$ cat src/rtl/mp_uart.sv
module mp_uart #(
  parameter int OSR = 16,
  parameter int DW  = 8
) (
  input  logic          clk,
  input  logic          rst_n,
  input  logic          baud_tick,
  input  logic          rxd,
  input  logic          wr_en,
  input  logic [1:0]    wr_sel,
  input  logic [DW-1:0] wr_data,
  output logic          txd,
  output logic [DW-1:0] rx_data,
  output logic          rx_bit9,
  output logic          ti,
  output logic          ri,
  output logic          fe
);
  localparam int CW = $clog2(OSR);
  localparam int BW = $clog2(DW + 3);
  localparam logic [CW-1:0] S_LAST = CW'(OSR - 1);
  localparam logic [CW-1:0] S_V0   = CW'(OSR / 2 - 1);
  localparam logic [CW-1:0] S_V1   = CW'(OSR / 2);
  localparam logic [CW-1:0] S_V2   = CW'(OSR / 2 + 1);
  localparam logic [BW-1:0] I_BYTE = BW'(DW);
  localparam logic [BW-1:0] I_SHRT = BW'(DW + 1);
  localparam logic [BW-1:0] I_LONG = BW'(DW + 2);

  logic          mode11, mp_en, rx_en, tx_b9;
  logic [DW-1:0] addr, mask;

  logic ctrl_wr, tx_wr;
  assign ctrl_wr = wr_en && (wr_sel == 2'd0);
  assign tx_wr   = wr_en && (wr_sel == 2'd1);

  // transmitter
  logic          tx_busy;
  logic [CW-1:0] tx_sub;
  logic [BW-1:0] tx_idx, tx_last;
  logic [DW+2:0] tx_sh;
  logic          ti_set;

  assign txd    = tx_sh[0];
  assign ti_set = tx_busy && baud_tick && (tx_sub == S_LAST) && (tx_idx + 1'b1 == tx_last);

  always_ff @(posedge clk or negedge rst_n)
    if (!rst_n) begin
      tx_busy <= 1'b0;
      tx_sub  <= '0;
      tx_idx  <= '0;
      tx_last <= I_SHRT;
      tx_sh   <= '1;
    end else if (!tx_busy) begin
      if (tx_wr) begin
        tx_busy <= 1'b1;
        tx_sub  <= '0;
        tx_idx  <= '0;
        tx_last <= mode11 ? I_LONG : I_SHRT;
        tx_sh   <= {1'b1, mode11 ? tx_b9 : 1'b1, wr_data, 1'b0};
      end
    end else if (baud_tick) begin
      if (tx_sub == S_LAST) begin
        tx_sub <= '0;
        if (tx_idx == tx_last) tx_busy <= 1'b0;
        else begin
          tx_idx <= tx_idx + 1'b1;
          tx_sh  <= {1'b1, tx_sh[DW+2:1]};
        end
      end else tx_sub <= tx_sub + 1'b1;
    end

  // receiver
  logic [1:0]    rx_sync;
  logic          rx_s, rx_prev, rx_busy, rx_m11, rx_b9;
  logic [CW-1:0] rx_sub;
  logic [BW-1:0] rx_idx, stop_idx;
  logic [1:0]    rx_vote;
  logic [DW-1:0] rx_shift;
  logic          maj, rx_done, nine, addr_hit, bcast_hit, accept;
  logic [DW-1:0] bcast;

  assign rx_s      = rx_sync[1];
  assign stop_idx  = rx_m11 ? I_LONG : I_SHRT;
  assign maj       = (rx_vote[1] & rx_vote[0]) | (rx_vote[1] & rx_s) | (rx_vote[0] & rx_s);
  assign rx_done   = rx_busy && baud_tick && (rx_sub == S_V2) && (rx_idx == stop_idx);
  assign nine      = rx_m11 ? rx_b9 : maj;
  assign bcast     = addr | mask;
  assign addr_hit  = ((rx_shift ^ addr) & mask) == '0;
  assign bcast_hit = (rx_shift & bcast) == bcast;
  assign accept    = !mp_en || (nine && (addr_hit || bcast_hit));

  always_ff @(posedge clk or negedge rst_n)
    if (!rst_n) rx_sync <= 2'b11;
    else        rx_sync <= {rx_sync[0], rxd};

  always_ff @(posedge clk or negedge rst_n)
    if (!rst_n) begin
      rx_prev  <= 1'b1;
      rx_busy  <= 1'b0;
      rx_m11   <= 1'b0;
      rx_b9    <= 1'b0;
      rx_sub   <= '0;
      rx_idx   <= '0;
      rx_vote  <= '0;
      rx_shift <= '0;
    end else begin
      if (baud_tick) rx_prev <= rx_s;
      if (!rx_busy) begin
        if (baud_tick && rx_en && rx_prev && !rx_s) begin
          rx_busy <= 1'b1;
          rx_sub  <= CW'(1);
          rx_idx  <= '0;
          rx_m11  <= mode11;
        end
      end else if (baud_tick) begin
        if (rx_sub == S_V0 || rx_sub == S_V1) rx_vote <= {rx_vote[0], rx_s};
        if (rx_sub == S_V2) begin
          if (rx_idx == '0) begin
            if (maj) rx_busy <= 1'b0;
          end else if (rx_idx <= I_BYTE) rx_shift <= {maj, rx_shift[DW-1:1]};
          else if (rx_idx == stop_idx) rx_busy <= 1'b0;
          else rx_b9 <= maj;
        end
        if (rx_sub == S_LAST) begin
          rx_sub <= '0;
          rx_idx <= rx_idx + 1'b1;
        end else rx_sub <= rx_sub + 1'b1;
      end
    end

  // registers and flags
  always_ff @(posedge clk or negedge rst_n)
    if (!rst_n) begin
      {mode11, mp_en, rx_en, tx_b9} <= '0;
      addr    <= '0;
      mask    <= '0;
      rx_data <= '0;
      rx_bit9 <= 1'b0;
      ti      <= 1'b0;
      ri      <= 1'b0;
      fe      <= 1'b0;
    end else begin
      if (ctrl_wr) {tx_b9, rx_en, mp_en, mode11} <= wr_data[3:0];
      if (wr_en && wr_sel == 2'd2) addr <= wr_data;
      if (wr_en && wr_sel == 2'd3) mask <= wr_data;
      if (rx_done && accept) begin
        rx_data <= rx_shift;
        rx_bit9 <= nine;
      end
      ti <= ti_set || (ctrl_wr ? wr_data[4] : ti);
      ri <= (rx_done && accept) || (ctrl_wr ? wr_data[5] : ri);
      fe <= (rx_done && !maj) || (ctrl_wr ? wr_data[6] : fe);
    end

  assert_txd_idle_high_R2: assert property (@(posedge clk) disable iff (!rst_n)
    !tx_busy |-> txd);

  assert_ti_at_stop_R4: assert property (@(posedge clk) disable iff (!rst_n)
    ($rose(ti) && !$past(ctrl_wr)) |-> (tx_busy && tx_idx == tx_last && txd));

  assert_busy_write_ignored_R4: assert property (@(posedge clk) disable iff (!rst_n)
    (tx_busy && tx_wr && !(baud_tick && tx_sub == S_LAST)) |=> $stable(tx_sh));

  assert_ri_mid_stop_R5: assert property (@(posedge clk) disable iff (!rst_n)
    ($rose(ri) && !$past(ctrl_wr)) |-> ($past(rx_busy) && !rx_busy));

  assert_fe_end_of_frame_R8: assert property (@(posedge clk) disable iff (!rst_n)
    ($rose(fe) && !$past(ctrl_wr)) |-> ($past(rx_busy) && !rx_busy));

  assert_mp_needs_ninth_R9: assert property (@(posedge clk) disable iff (!rst_n)
    ($rose(ri) && !$past(ctrl_wr) && mp_en && $past(mp_en)) |-> rx_bit9);
endmodule

$ cat config.mk
export PLATFORM = sky130hd
export DESIGN_NAME = mp_uart
export DESIGN_NICKNAME = d
export VERILOG_FILES = /design/src/rtl/mp_uart.sv
export SDC_FILE = /design/constraint.sdc
export NUM_CORES = 1
export LEC_CHECK = 0
export BUFFER_PORTS_ARGS = -buffer_cell sky130_fd_sc_hd__clkbuf_2
export CAP_MARGIN = 20
export CORE_ASPECT_RATIO = 0.6
export CORE_MARGIN = 2
export CORE_UTILIZATION = 59
export CTS_CLUSTER_SIZE = 14
export DETAILED_ROUTE_END_ITERATION = 8
export PLACE_DENSITY = 0.77
export SYNTH_ARGS = -nofsm -noshare
export SYNTH_HDL_FRONTEND = slang
export SYNTH_SLANG_ARGS = --single-unit
$ cat constraint.sdc
create_clock -name clk -period 3 [get_ports clk]
set_clock_uncertainty 0.05 [all_clocks]
set_input_delay 0.6 -clock clk [delete_from_list [all_inputs] [get_ports clk]]
set_output_delay 0.6 -clock clk [all_outputs]
set_load 0.1 [all_outputs]
After elaboration in Yosys (flattened, before gate mapping)
Cells that the tools add are included.

storage, ports and cells
  bits in registers = 80
  input bits = 15
  output and inout port bits = 13
  logic and storage cells = 141

operators by class
  $add $sub $neg = 4
  order comparisons = 1
  eq/ne operators = 17
  multiplexer cells = 41
  bitwise operators = 14
  reduce and logical (&&, ||, !) cells = 39

operators with widths
  cell                   count
  $mux W4                16
  $mux W11               5
  $mux W1                18
  $add A4 B1 Y4 const B  4
  $and A8 B8 Y8          2
  $eq A4 B4 Y1 const B   4
  $logic_and A1 B1 Y1    16
  $eq A4 B4 Y1           3
  $eq A8 B8 Y1           1
  $logic_not A8 Y1       1
  $or A8 B8 Y8           1
  $reduce_and A2 Y1      4
  $xor A8 B8 Y8          1
  $logic_or A1 B1 Y1     6
  $ne A2 B2 Y1 const B   3
  $reduce_and A3 Y1      2
  $reduce_and A6 Y1      1
  $not A1 Y1             5
  $reduce_and A5 Y1      1
  $eq A2 B2 Y1 const B   2
  $eq A4 B3 Y1 const B   1
  $le A4 B4 Y1 const B   1
  $logic_not A4 Y1       1
  $mux W2                2
  other kinds (8)        15

Depth between registers and ports, before layout
Gate-level depths: netlist (run 1).

  word-level depth = 8
  depth in mapped cells = 8
  depth with buffers taken out = 7

Least setup slack after synthesis (run 1)
No wires, ideal clock.

  kind = register to register
  start = reg addr[0]
  end = reg rx_bit9
  setup time = 125 ps
  data arrival time = 1,966 ps
  data required time = 2,825 ps
  path slack = 858 ps
  stages on the path, launching flop included = 6
  buffers on the path = 0
  period minus slack after synthesis = 2,142 ps
  cells stage by stage = dfrtp_1 -> nor2_1 -> o22ai_1 -> or4_1 -> a311oi_4 -> mux2_2

between the ends
  longest elaborated chain between the ends = 7
  elaborated cells between the ends (all ways) = 10
  those cells by class = eq/ne: 1; bitwise: 4; reduce/logical: 5

RTL lines
  element                                           RTL line  source
  from (decl)                                       30        logic [DW-1:0] addr, mask;
  from (signal assigned)                            144       if (wr_en && wr_sel == 2'd2) addr <= wr_data;
  $or A8 B8 Y8 or $xor A8 B8 Y8 (tied branches)     87, 88
  $and A8 B8 Y8, on equally long branches           89, 88
  $eq A8 B8 Y1 or $logic_not A8 Y1 (tied branches)  89, 88
  $logic_or A1 B1 Y1 *                              90        assign accept = !mp_en || (nine && (addr_hit || bcast_hit));
  $logic_and A1 B1 Y1 *                             90
  $logic_or A1 B1 Y1 *                              90
  $logic_and A1 B1 Y1 *                             146       if (rx_done && accept) begin
  to (signal assigned)                              148       rx_bit9 <= nine;
  to (decl)                                         14        output logic rx_bit9,

Every way passes the cells marked *; elsewhere a longest branch is shown, timed or not.
A chain may end at the register's enable or synchronous reset.

Final worst setup path (run 1)
  start = reg addr[2]
  end = reg rx_data[6]

between the ends
  longest elaborated chain between the ends = 7
  elaborated cells between the ends (all ways) = 10
  those cells by class = eq/ne: 1; bitwise: 4; reduce/logical: 5

RTL lines
  element                                           RTL line  source
  $or A8 B8 Y8 or $xor A8 B8 Y8 (tied branches)     87, 88
  $and A8 B8 Y8, on equally long branches           89, 88
  $eq A8 B8 Y1 or $logic_not A8 Y1 (tied branches)  89, 88
  $logic_or A1 B1 Y1 *                              90
  $logic_and A1 B1 Y1 *                             90
  $logic_or A1 B1 Y1 *                              90
  $logic_and A1 B1 Y1 *                             146
  to (signal assigned)                              147       rx_data <= rx_shift;
  to (decl)                                         13        output logic [DW-1:0] rx_data,

Marked as above.

==> results by group, run 1 <==
Timing
  • Slew Limit Fails: 0
  • Final setup vio count: 0
  • Tightest Pin Transition: between 0.9 and 1 ns
  • Final min period: between 2 and 2.5 ns
  • Fmax: just over 400 MHz
  • Unrepaired setup endpoints after global routing: no
  • Setup TNS: 0 ns
  • Max-Slew Margin vs Limit: 0.368
  • Final Hold Vio Count: 0
  • Tcrit/Tclk final: 0.807

Final layout
  • ANT cells: 0
  • Area delta synth->final: 12.9%
  • Ratio of cells with drive above 1 in the final layout: 0.313
  • Reg area: between 1500 and 2000 um2
  • Filler cells: 448
  • Final Core Density: 0.678
  • Final net count: 369
  • Multi-input logic area: around 1600 um2

Synthesis
  • Combinational family with the most area after synthesis: multiplexers
  • Most area-hungry cell type in the Yosys netlist: dfrtp_1
  • Post-Synth Adder-Cell Area: 0.0270
  • Main synth FF type: dfrtp_1
  • Async S/R FF share, synth: 1.00
  • Post-synth EDFFs: 0
  • Post-Synthesis Cell Area: 3620 um2
  • Commonest cells in the netlist: 63 x dfrtp_1, 43 x mux2_2, 30 x nor2_1
  • Synth warnings: 0
  • Synth cell types: 42
  • Proportion of synthesized area in mux cells: 0.164
  • Simple-Gate Fraction of Synth Area: 0.127
  • Cells after Synth: between 300 and 400
  • Synth Area in XOR/XNOR: 0.0363
  • Top cells by area, synth: dfrtp_1 44%, mux2_2 13%, dfstp_2 10%
  • Count leader, synth: dfrtp_1
  • Top-area cell type share of the netlist area: 0.435
  • Seq/Total Area, Yosys: 0.537
  • Syn Area/Cell: about 12 um2
  • Net Count, Synth: about 330
  • Post-synthesis register bit count: between 70 and 80
  • Compound-Gate Fraction of Synth Area: 0.0885

Die
  • I/O pins: 28
  • Effective utilization at floorplan: 0.601
  • Die Ht: around 65 um
  • Rows: 22
  • Die Wd: between 100 and 150 um
  • Die area: approximately 6800 um2
  • Core Region: about 6000 um2

Hold path
  • Worst Hold Class: in -> reg
  • Hold path cells: 1

Global routing
  • Vias in the first global route: approximately 2400
  • Pin count of the biggest net entering global routing: just under 80
  • Wire length of the first global-routing pass: around 12000 um
  • Initial antenna violation count: 0
  • Overall routing resource usage: 0.227
  • Grt total ovfl: 0

Place
  • HPWL Detailed: 4820 um
  • Routability cong.: just over 0.8
  • IO buf count: 27

Worst setup path
  • Worst reg2reg path depth: 5
  • Crit path DAT: roughly 2.6 ns
  • Worst Setup Path Type: reg -> reg
  • Critical Path Fanout Max: 10
  • Critical Path Start Type: register
  • Worst EP required: 3.18 ns
  • Worst setup EP type: register

Pwr
  • Maximum vdd drop: a little over 0.5 mV
  • Leak Pwr: ~1.9 nW
  • PD cells: slightly below 800 nW/um2

Clock tree
  • Clk sink count: just under 80
  • CTS Buf Count: 9
  • Clock root buffer: clkbuf_8
  • CTS tree: done
  • Post-CTS Setup Bufs: 0
  • Post-cts hold buffer count: 0
  • Htree depth: 3
  • Clk buf depth: 2
  • CTS clk-pin slew, worst paths: around 0.08 ns
  • Post-CTS Resized: 0
  • Latest clock arrival within the worst-skew pair: between 0.3 and 0.4 ns

Routing
  • DR pass1 iterations: 4
  • Routed Antenna Nets: 0
  • Avg WL per Cell: ~16 um
  • DR vias: 2486
  • DRT iter0 DRCs: 97
  • Via density: between 5 and 6
  • DRC: 0
  • Drt total wl: about 7000 um

Outcome
  • Status: completed

Job
  • Maxcap violations: 0
-- cell usage in the layout (no fill, tap or decap), types with 11 or more instances in the layout --
cell type  Yosys  final
mux2i_1       11     11
clkbuf_2       0     26
mux2_2        43     43
inv_1         12     12
a21oi_1       12     12
nor2_1        30     30
o21ai_0       12     12
dfstp_2       14     14
nand2_1       19     19
nand3_1       15     15
xor2_1        14     14
dfrtp_1       63     63
-- layout make-up --
cell class	count	share of cell area
Multi-Input combinational cell	216	0.392
Sequential cell	77	0.476
Inverter	12	0.0110
Clock buffer	10	0.0337
Timing Repair Buffer	31	0.0410
Clock inverter	6	0.0211
Tap cell	84	0.0257
-- through the flow --
step | power, mW | area, um2 | hold slack, ns | setup WS, ns | cells
detailed placement | 2.33 | 3860 | 0.297 | 0.606 | 420
global route | 3.38 | 4090 | 0.268 | 0.458 | 436
floorplan | 2.12 | 3620 | 0.254 | 0.858 | 312
finish | 3.18 | 4090 | 0.285 | 0.579 | 436
CTS | 3.21 | 4090 | 0.264 | 0.573 | 436
global placement | 2.29 | 3860 | 0.296 | 0.638 | 420
-- per-layer routing --
| layer | global-route usage | vias to the layer above | wire [um] |
|---|---|---|---|
| met4 | 0.0450 | 0 | 0 |
| met2 | 0.353 | 40 | 3310 |
| met5 | 0 | - | 0 |
| li1 | - | 1186 | - |
| met3 | 0.0755 | 0 | 241 |
| met1 | 0.316 | 1260 | 3410 |
-- worst max-delay path: stages (launching register included) --
cell and delay (ns):
dfrtp_1 0.41, nor2_1 0.13, o22ai_1 0.10, or4_1 0.61
a311oi_4 0.60, mux2_2 0.41
-- cell families after synthesis --
group	after synthesis
buf+inv	19
simple gates	91
flops	77
mux	54
compound gates	48
fa+ha+maj	8
xor+xnor	15
-- report_power, final --
part | total [mW] | switching (mW) | internal [mW]
Sequential | 1.53 | 0.224 | 1.31
Combinational | 0.786 | 0.454 | 0.332
Clock | 0.862 | 0.373 | 0.489
-- sequential cells by signal (all words and copies together), names as in the netlist, 4 cells and up --
register,count
addr,8
mask,8
rx_data,8
rx_idx,4
rx_shift,8
rx_sub,4
tx_idx,4
tx_sh,10
tx_sub,4
-- path summary, 6_finish.rpt --
| kind | from | to | slack (ns) |
|---|---|---|---|
| hold / removal | rxd | rx_sync[0]$_DFF_PN1_ | 0.28 |
| min in group asynchronous | rst_n | rx_sub[2]$_DFFE_PN0P_ | 0.33 |
| max in group asynchronous | rst_n | addr[3]$_DFFE_PN0P_ | 1.94 |
| setup / recovery | addr[2]$_DFFE_PN0P_ | rx_data[6]$_DFFE_PN0P_ | 0.58 |
| setup reg to reg | addr[2]$_DFFE_PN0P_ | rx_data[6]$_DFFE_PN0P_ | 0.58 |
| hold reg to reg | rx_sync[0]$_DFF_PN1_ | rx_sync[1]$_DFF_PN1_ | 0.31 |
No activity file was read; power rests on OpenSTA's default activity.
==> inputs of run 2 (changes only) <==
Settings changed: CORE_UTILIZATION 59 to 54, PLACE_DENSITY 0.77 to 0.74.
Clock period 3 ns to 2 ns, I/O delays scaled along.
==> run 2 against run 1 <==
Effect of this change:
- the run now ends with setup timing left
- global-route usage rose by 0.19 points
- utilization fell by 1.2 points
- critical path type unchanged
- largest power group unchanged
- design area rose by 7.3%
- sequential share of layout area fell by 3.2 points
- die area rose by 8.8%
- sequential power rose by 46%
- total power rose by 55%
==> results by group, run 2 (synthesis results as in run 1) <==
Final layout
  • Ratio of cells with drive above 1 in the final layout: 0.373 (was 0.313)
  • Area delta synth->final: 21.2% (was 12.9%)
  • Biggest register: tx_sh (unchanged)
  • Max FFs per register: 10 (unchanged)
  • ANT cells: 0 (unchanged)
  • Most frequent cells in the layout: 63 x dfrtp_1, 39 x mux2_2, 32 x buf_4 (was 63 x dfrtp_1, 43 x mux2_2, 30 x nor2_1)
  • Most common cell after layout, fill and taps aside: dfrtp_1 (unchanged)
  • Final Core Density: 0.666 (was 0.678)
  • Final net count: 400 (was 369)
  • Cell area after layout: 4390 um2 (was 4090 um2)

Place
  • IO buf count: 27 (unchanged)
  • Dpl cell area: 4140 um2 (was 3860 um2)
  • HPWL Detailed: 5510 um (was 4820 um)
  • Routability cong.: 0.894 (was 0.831)

Die
  • Rows: 23 (was 22)
  • Die Ht: 67.4 um (was 64.7 um)
  • I/O pins: 28 (unchanged)
  • Core Region: 6590 um2 (was 6030 um2)
  • Die Wd: 110 um (was 105 um)
  • Effective utilization at floorplan: 0.549 (was 0.601)
  • Die area: 7400 um2 (was 6800 um2)

Outcome
  • Status: complete, but fails checks (was completed)
  • Failing checks: setup timing

Pwr
  • PD cells: 1120 nW/um2 (was 778 nW/um2)
  • Leak Pwr: 2.10 nW (was 1.94 nW)
  • Maximum vdd drop: 0.481 mV (was 0.505 mV)

Global routing
  • Grt met2 use: 0.329 (was 0.353)
  • GR Util met1: 0.326 (was 0.316)
  • Layer with the highest usage: met2 (unchanged)
  • Initial antenna violation count: 0 (unchanged)
  • Overall routing resource usage: 0.229 (was 0.227)
  • Vias in the first global route: 2504 (was 2433)
  • Grt total ovfl: 0 (unchanged)
  • Wire length of the first global-routing pass: 12500 um (was 11900 um)
  • Met3 GRT Util: 0.0763 (was 0.0755)
  • Pin count of the biggest net entering global routing: 37 (was 78)

Worst setup path
  • Worst Setup Path Type: reg -> reg (unchanged)
  • Crit path DAT: 2.30 ns (was 2.60 ns)
  • Critical Path Fanout Max: 10 (unchanged)
  • Worst reg2reg path depth: 6 (was 5)
  • R2R Setup Slk: -0.1 ns (was 0.58 ns)
  • R2R Path End: rx_data[4]$_DFFE_PN0P_ (was rx_data[6]$_DFFE_PN0P_)
  • Worst setup EP type: register (unchanged)
  • CP Launch Point: addr[0]$_DFFE_PN0P_ (was addr[2]$_DFFE_PN0P_)
  • Crit path cell chain: nor2_1, o22ai_1, or4_4, a311oi_4, buf_12, mux2_2 (was nor2_1, o22ai_1, or4_1, a311oi_4, mux2_2)
  • Slowest stage delay, CP: 0.55 ns (was 0.61 ns)
  • Worst R2R Start: addr[0]$_DFFE_PN0P_ (was addr[2]$_DFFE_PN0P_)
  • Critical Path Start Type: register (unchanged)
  • End of the critical path: rx_data[4]$_DFFE_PN0P_ (was rx_data[6]$_DFFE_PN0P_)
  • Worst EP required: 2.20 ns (was 3.18 ns)
  • Slowest cell on crit path: or4_4 (was or4_1)

Timing
  • Final Hold Vio Count: 0 (unchanged)
  • Max-Slew Margin vs Limit: 0.637 (was 0.368)
  • Unrepaired setup endpoints after global routing: yes (was no)
  • Tightest Pin Transition: 0.546 ns (was 0.948 ns)
  • Fmax: 477 MHz (was 413 MHz)
  • Slack of the critical path: -0.0956 ns (was 0.579 ns)
  • Final setup vio count: 9 (was 0)
  • Setup TNS: -0.695 ns (was 0 ns)
  • Slew Limit Fails: 0 (unchanged)
  • Final min period: 2.10 ns (was 2.42 ns)
  • Tcrit/Tclk final: 1.05 (was 0.807)

Routing
  • DR pass1 iterations: 4 (unchanged)
  • DR vias: 2620 (was 2486)
  • Routed Antenna Nets: 0 (unchanged)
  • Via density: 5.57 (was 5.70)
  • Avg WL per Cell: 16.3 um (was 16.0 um)
  • DRT iter0 DRCs: 105 (was 97)
  • Drt total wl: 7650 um (was 6960 um)
  • DRC: 0 (unchanged)

Clock tree
  • CTS clk-pin slew, worst paths: 0.08 ns (about the same)
  • Latest clock arrival within the worst-skew pair: 0.36 ns (was 0.34 ns)
  • Clk sink count: 77 (unchanged)
  • Htree depth: 3 (unchanged)
  • Clock root buffer: clkbuf_8 (unchanged)
  • CTS Buf Count: 9 (unchanged)
  • CTS tree: done (unchanged)
  • Clk buf depth: 2 (unchanged)

Hold path
  • Worst Hold Class: in -> reg (unchanged)

Job
  • Maxcap violations: 0 (unchanged)
run 2: changes by cell type in the layout (fill, tap and decap cells not counted), sizes merged:
| cell | previous run | this run |
|---|---|---|
| clkinv | 3 | 1 |
| dlygate4sd3 | 0 | 1 |
| bufinv | 2 | 1 |
| inv | 12 | 13 |
| buf | 5 | 35 |
| clkbuf | 36 | 37 |
| clkinvlp | 1 | 2 |
run 2: how the worst min path moves through the flow:
stage                         start                    to  depth (start not counted)
4_1_cts                         rxd  rx_sync[0]$_DFF_PN1_                          1
6_report                        rxd  rx_sync[0]$_DFF_PN1_                          1
5_1_grt                         rxd  rx_sync[0]$_DFF_PN1_                          1
3_5_place_dp   rx_sync[0]$_DFF_PN1_  rx_sync[1]$_DFF_PN1_                          0
2_1_floorplan                 rst_n   addr[0]$_DFFE_PN0P_                          0
3_3_place_gp   rx_sync[0]$_DFF_PN1_  rx_sync[1]$_DFF_PN1_                          0
run 2: routing by layer:
layer	vias to the layer above	wire, um
met5	-	0
met4	0	98
met3	9	332
met2	52	3440
met1	1320	3780
li1	1239	-
run 2: worst max-delay path: cells and delay by family (launching register included):
family          cells  cell delay (ns)
compound gates      2             0.35
buf+inv             1             0.18
flops               1             0.39
mux                 1             0.33
simple gates        2             0.68
run 2: what timing repair did:
item / in CTS / in global routing
endpoints found under the setup margin: 18 / 10
pin swaps: 0 / 1
cloned: 0 / 0
setup buffers: 1 / 0
gates resized for setup: 2 / 5
hold buffers: 1 / 0
endpoints found under the hold margin: 32 / 0
run 2: layout make-up:
type	count	area, um2
clock buffers	11	141
inverters	12	45.0
well taps	87	109
repair buffers	62	440
fillers	489	2200
clock inverters	5	58.8
multi-input cells	216	1650
flip-flops and latches	77	1940
run 2: where the power goes:
part           total [mW]  internal, mW  switching [mW]
Clock                1.19         0.613           0.579
Combinational        1.50         0.657           0.838
Sequential           2.24          1.97           0.275
run 2: per-stage QoR:
stage / hold WS (ns) / power (mW) / setup slack, ns / std cells
after floorplan: 0.0544 / 3.19 / -0.0831 / 312
after global placement: 0.297 / 3.63 / -0.0480 / 452
after detailed placement: 0.301 / 3.71 / -0.0847 / 452
after CTS: 0.0425 / 4.93 / -0.0963 / 470
after global routing: 0.0475 / 5.22 / -0.147 / 470
final: 0.0619 / 4.93 / -0.0956 / 470
==> inputs of run 3 (changes only) <==
Settings changed: CORE_UTILIZATION 54 to 64, PLACE_DENSITY 0.74 to 0.82.
Clock period 2 ns to 2.65 ns, I/O delays scaled along.
==> run 3 against run 2 <==
Effect of this change:
- the flow now finishes without violations
- global-route usage up 2.3 points
- highest routed layer unchanged
- largest cell class unchanged
- sequential power down 22%
- utilization up 6.5 points
- clock-buffer cell count up 3
- via count down 5.9%
==> results by group, run 3 (synthesis results as in run 1) <==
Hold path
  • Worst Hold Class: in -> async (was in -> reg)

Worst setup path
  • CP Launch Point: rx_idx[0]$_DFFE_PN0P_ (was addr[0]$_DFFE_PN0P_)
  • Critical Path Fanout Max: 10 (unchanged)
  • End of the critical path: rx_data[3]$_DFFE_PN0P_ (was rx_data[4]$_DFFE_PN0P_)
  • R2R Path End: rx_data[3]$_DFFE_PN0P_ (was rx_data[4]$_DFFE_PN0P_)
  • R2R Setup Slk: 0.27 ns (was -0.1 ns)
  • Worst Setup Path Type: reg -> reg (unchanged)
  • Worst reg2reg path depth: 5 (was 6)
  • Worst R2R Start: rx_idx[0]$_DFFE_PN0P_ (was addr[0]$_DFFE_PN0P_)
  • Crit path DAT: 2.56 ns (was 2.30 ns)
  • Critical Path Start Type: register (unchanged)
  • Worst EP required: 2.83 ns (was 2.20 ns)
  • Worst setup EP type: register (unchanged)

Final layout
  • Max FFs per register: 10 (unchanged)
  • Most frequent cells in the layout: 63 x dfrtp_1, 43 x mux2_2, 30 x nor2_1 (was 63 x dfrtp_1, 39 x mux2_2, 32 x buf_4)
  • Area delta synth->final: 11.3% (was 21.2%)
  • Final net count: 371 (was 400)
  • ANT cells: 0 (unchanged)
  • Ratio of cells with drive above 1 in the final layout: 0.302 (was 0.373)
  • Biggest register: tx_sh (unchanged)
  • Most common cell after layout, fill and taps aside: dfrtp_1 (unchanged)
  • Fin cells: 423 (was 470)

Clock tree
  • Post-cts hold buffer count: 0 (was 1)
  • Post-CTS Setup Bufs: 0 (was 1)
  • Post-CTS Resized: 0 (was 2)
  • CTS tree: done (unchanged)
  • CTS Buf Count: 9 (unchanged)
  • Clk buf depth: 2 (unchanged)
  • Htree depth: 3 (unchanged)
  • Latest clock arrival within the worst-skew pair: 0.35 ns (was 0.36 ns)
  • Clk sink count: 77 (unchanged)
  • CTS clk-pin slew, worst paths: 0.08 ns (about the same)
  • Clock root buffer: clkbuf_8 (unchanged)

Die
  • Die area: 6300 um2 (was 7400 um2)
  • Core Region: 5520 um2 (was 6590 um2)
  • Rows: 21 (was 23)
  • Die Ht: 62.3 um (was 67.4 um)
  • Effective utilization at floorplan: 0.656 (was 0.549)
  • I/O pins: 28 (unchanged)
  • Die Wd: 101 um (was 110 um)

Routing
  • Drt total wl: 7150 um (was 7650 um)
  • DRT iter0 DRCs: 139 (was 105)
  • DR vias: 2466 (was 2620)
  • DRC: 0 (unchanged)
  • Avg WL per Cell: 16.9 um (was 16.3 um)
  • DR pass1 iterations: 4 (unchanged)
  • Via density: 5.83 (was 5.57)
  • Routed Antenna Nets: 0 (unchanged)

Global routing
  • Overall routing resource usage: 0.252 (was 0.229)
  • Pin count of the biggest net entering global routing: 47 (was 37)
  • Grt total ovfl: 0 (unchanged)
  • Vias in the first global route: 2415 (was 2504)
  • Initial antenna violation count: 0 (unchanged)
  • Wire length of the first global-routing pass: 12000 um (was 12500 um)

Place
  • IO buf count: 27 (unchanged)
  • Pre-CTS WS: 0.232 ns (was -0.0847 ns)
  • HPWL Detailed: 5110 um (was 5510 um)
  • Post-placement cell count: 407 (was 452)
  • Routability cong.: 0.818 (was 0.894)

Pwr
  • Total power: 3.38 mW (was 4.93 mW)
  • Maximum vdd drop: 0.443 mV (was 0.481 mV)
  • Leak Pwr: 1.92 nW (was 2.10 nW)
  • PD cells: 839 nW/um2 (was 1120 nW/um2)

Timing
  • Unrepaired setup endpoints after global routing: no (was yes)
  • Setup TNS: 0 ns (was -0.695 ns)
  • Tightest Pin Transition: 0.615 ns (was 0.546 ns)
  • Max-Slew Margin vs Limit: 0.590 (was 0.637)
  • Tcrit/Tclk final: 0.900 (was 1.05)
  • Fmax: 419 MHz (was 477 MHz)
  • Final min period: 2.38 ns (was 2.10 ns)
  • Slew Limit Fails: 0 (unchanged)
  • Final setup vio count: 0 (was 9)
  • Final Hold Vio Count: 0 (unchanged)
  • WHS: 0.132 ns (was 0.0619 ns)
  • Slack of the critical path: 0.266 ns (was -0.0956 ns)

Job
  • Maxcap violations: 0 (unchanged)

Outcome
  • Status: completed (was complete, but fails checks)
## run 3: cell count changes in the layout (fill, tap and decap cells not counted), moves of 2 or more
| cell | delta |
|---|---|
| mux2_4 | -4 |
| clkinvlp_4 | -2 |
| buf_4 | -26 |
| mux2_2 | +4 |
| clkbuf_1 | +4 |
| buf_12 | -2 |
## run 3: area by class of cell
| type | count | area [um2] |
|---|---|---|
| fill | 396 | 1490 |
| inverter | 12 | 45.0 |
| timing repair buffer | 33 | 195 |
| multi-input combinational | 216 | 1600 |
| tap | 69 | 86.3 |
| clock buffer | 14 | 143 |
| sequential | 77 | 1940 |
| clock inverter | 2 | 13.8 |
## run 3: through the flow
| stage | util | area, um2 |
|---|---|---|
| 6_report | 0.730 | 4030 |
| 5_1_grt | 0.730 | 4030 |
| 4_1_cts | 0.730 | 4030 |
| 3_3_place_gp | 0.702 | 3870 |
| 2_1_floorplan | - | 3620 |
| 3_5_place_dp | 0.702 | 3870 |
## run 3: report_power, final
part           internal, mW  switching (mW)
Sequential             1.48           0.262
Clock                 0.342           0.392
Combinational         0.381           0.520
Total                  2.21            1.17
## run 3: how the worst min path moves through the flow
| stage | startpoint | end | slack (ns) | cells after the start |
|---|---|---|---|---|
| 6_report | rst_n | rx_idx[2]$_DFFE_PN0P_ | 0.13 | 1 |
| 5_1_grt | rst_n | rx_idx[2]$_DFFE_PN0P_ | 0.17 | 1 |
| 4_1_cts | rst_n | rx_idx[2]$_DFFE_PN0P_ | 0.14 | 1 |
| 3_5_place_dp | rx_sync[0]$_DFF_PN1_ | rx_sync[1]$_DFF_PN1_ | 0.30 | 0 |
| 3_3_place_gp | rx_sync[0]$_DFF_PN1_ | rx_sync[1]$_DFF_PN1_ | 0.30 | 0 |
| 2_1_floorplan | rst_n | addr[0]$_DFFE_PN0P_ | 0.18 | 0 |
## run 3: critical path: stages, from the launching register on
cell      delay [ns]
dfrtp_1         0.47
or3b_1          0.39
a21oi_2         0.19
nand3_1         0.19
a311oi_4        0.57
mux2_2          0.41
## run 3: layer usage
metal,vias up,share of wire,global-route usage
met3,9,0.041,0.0732
met5,-,0,0
met1,1219,0.49,0.373
li1,1191,-,-
met4,0,0.013,0.0777
met2,47,0.45,0.363
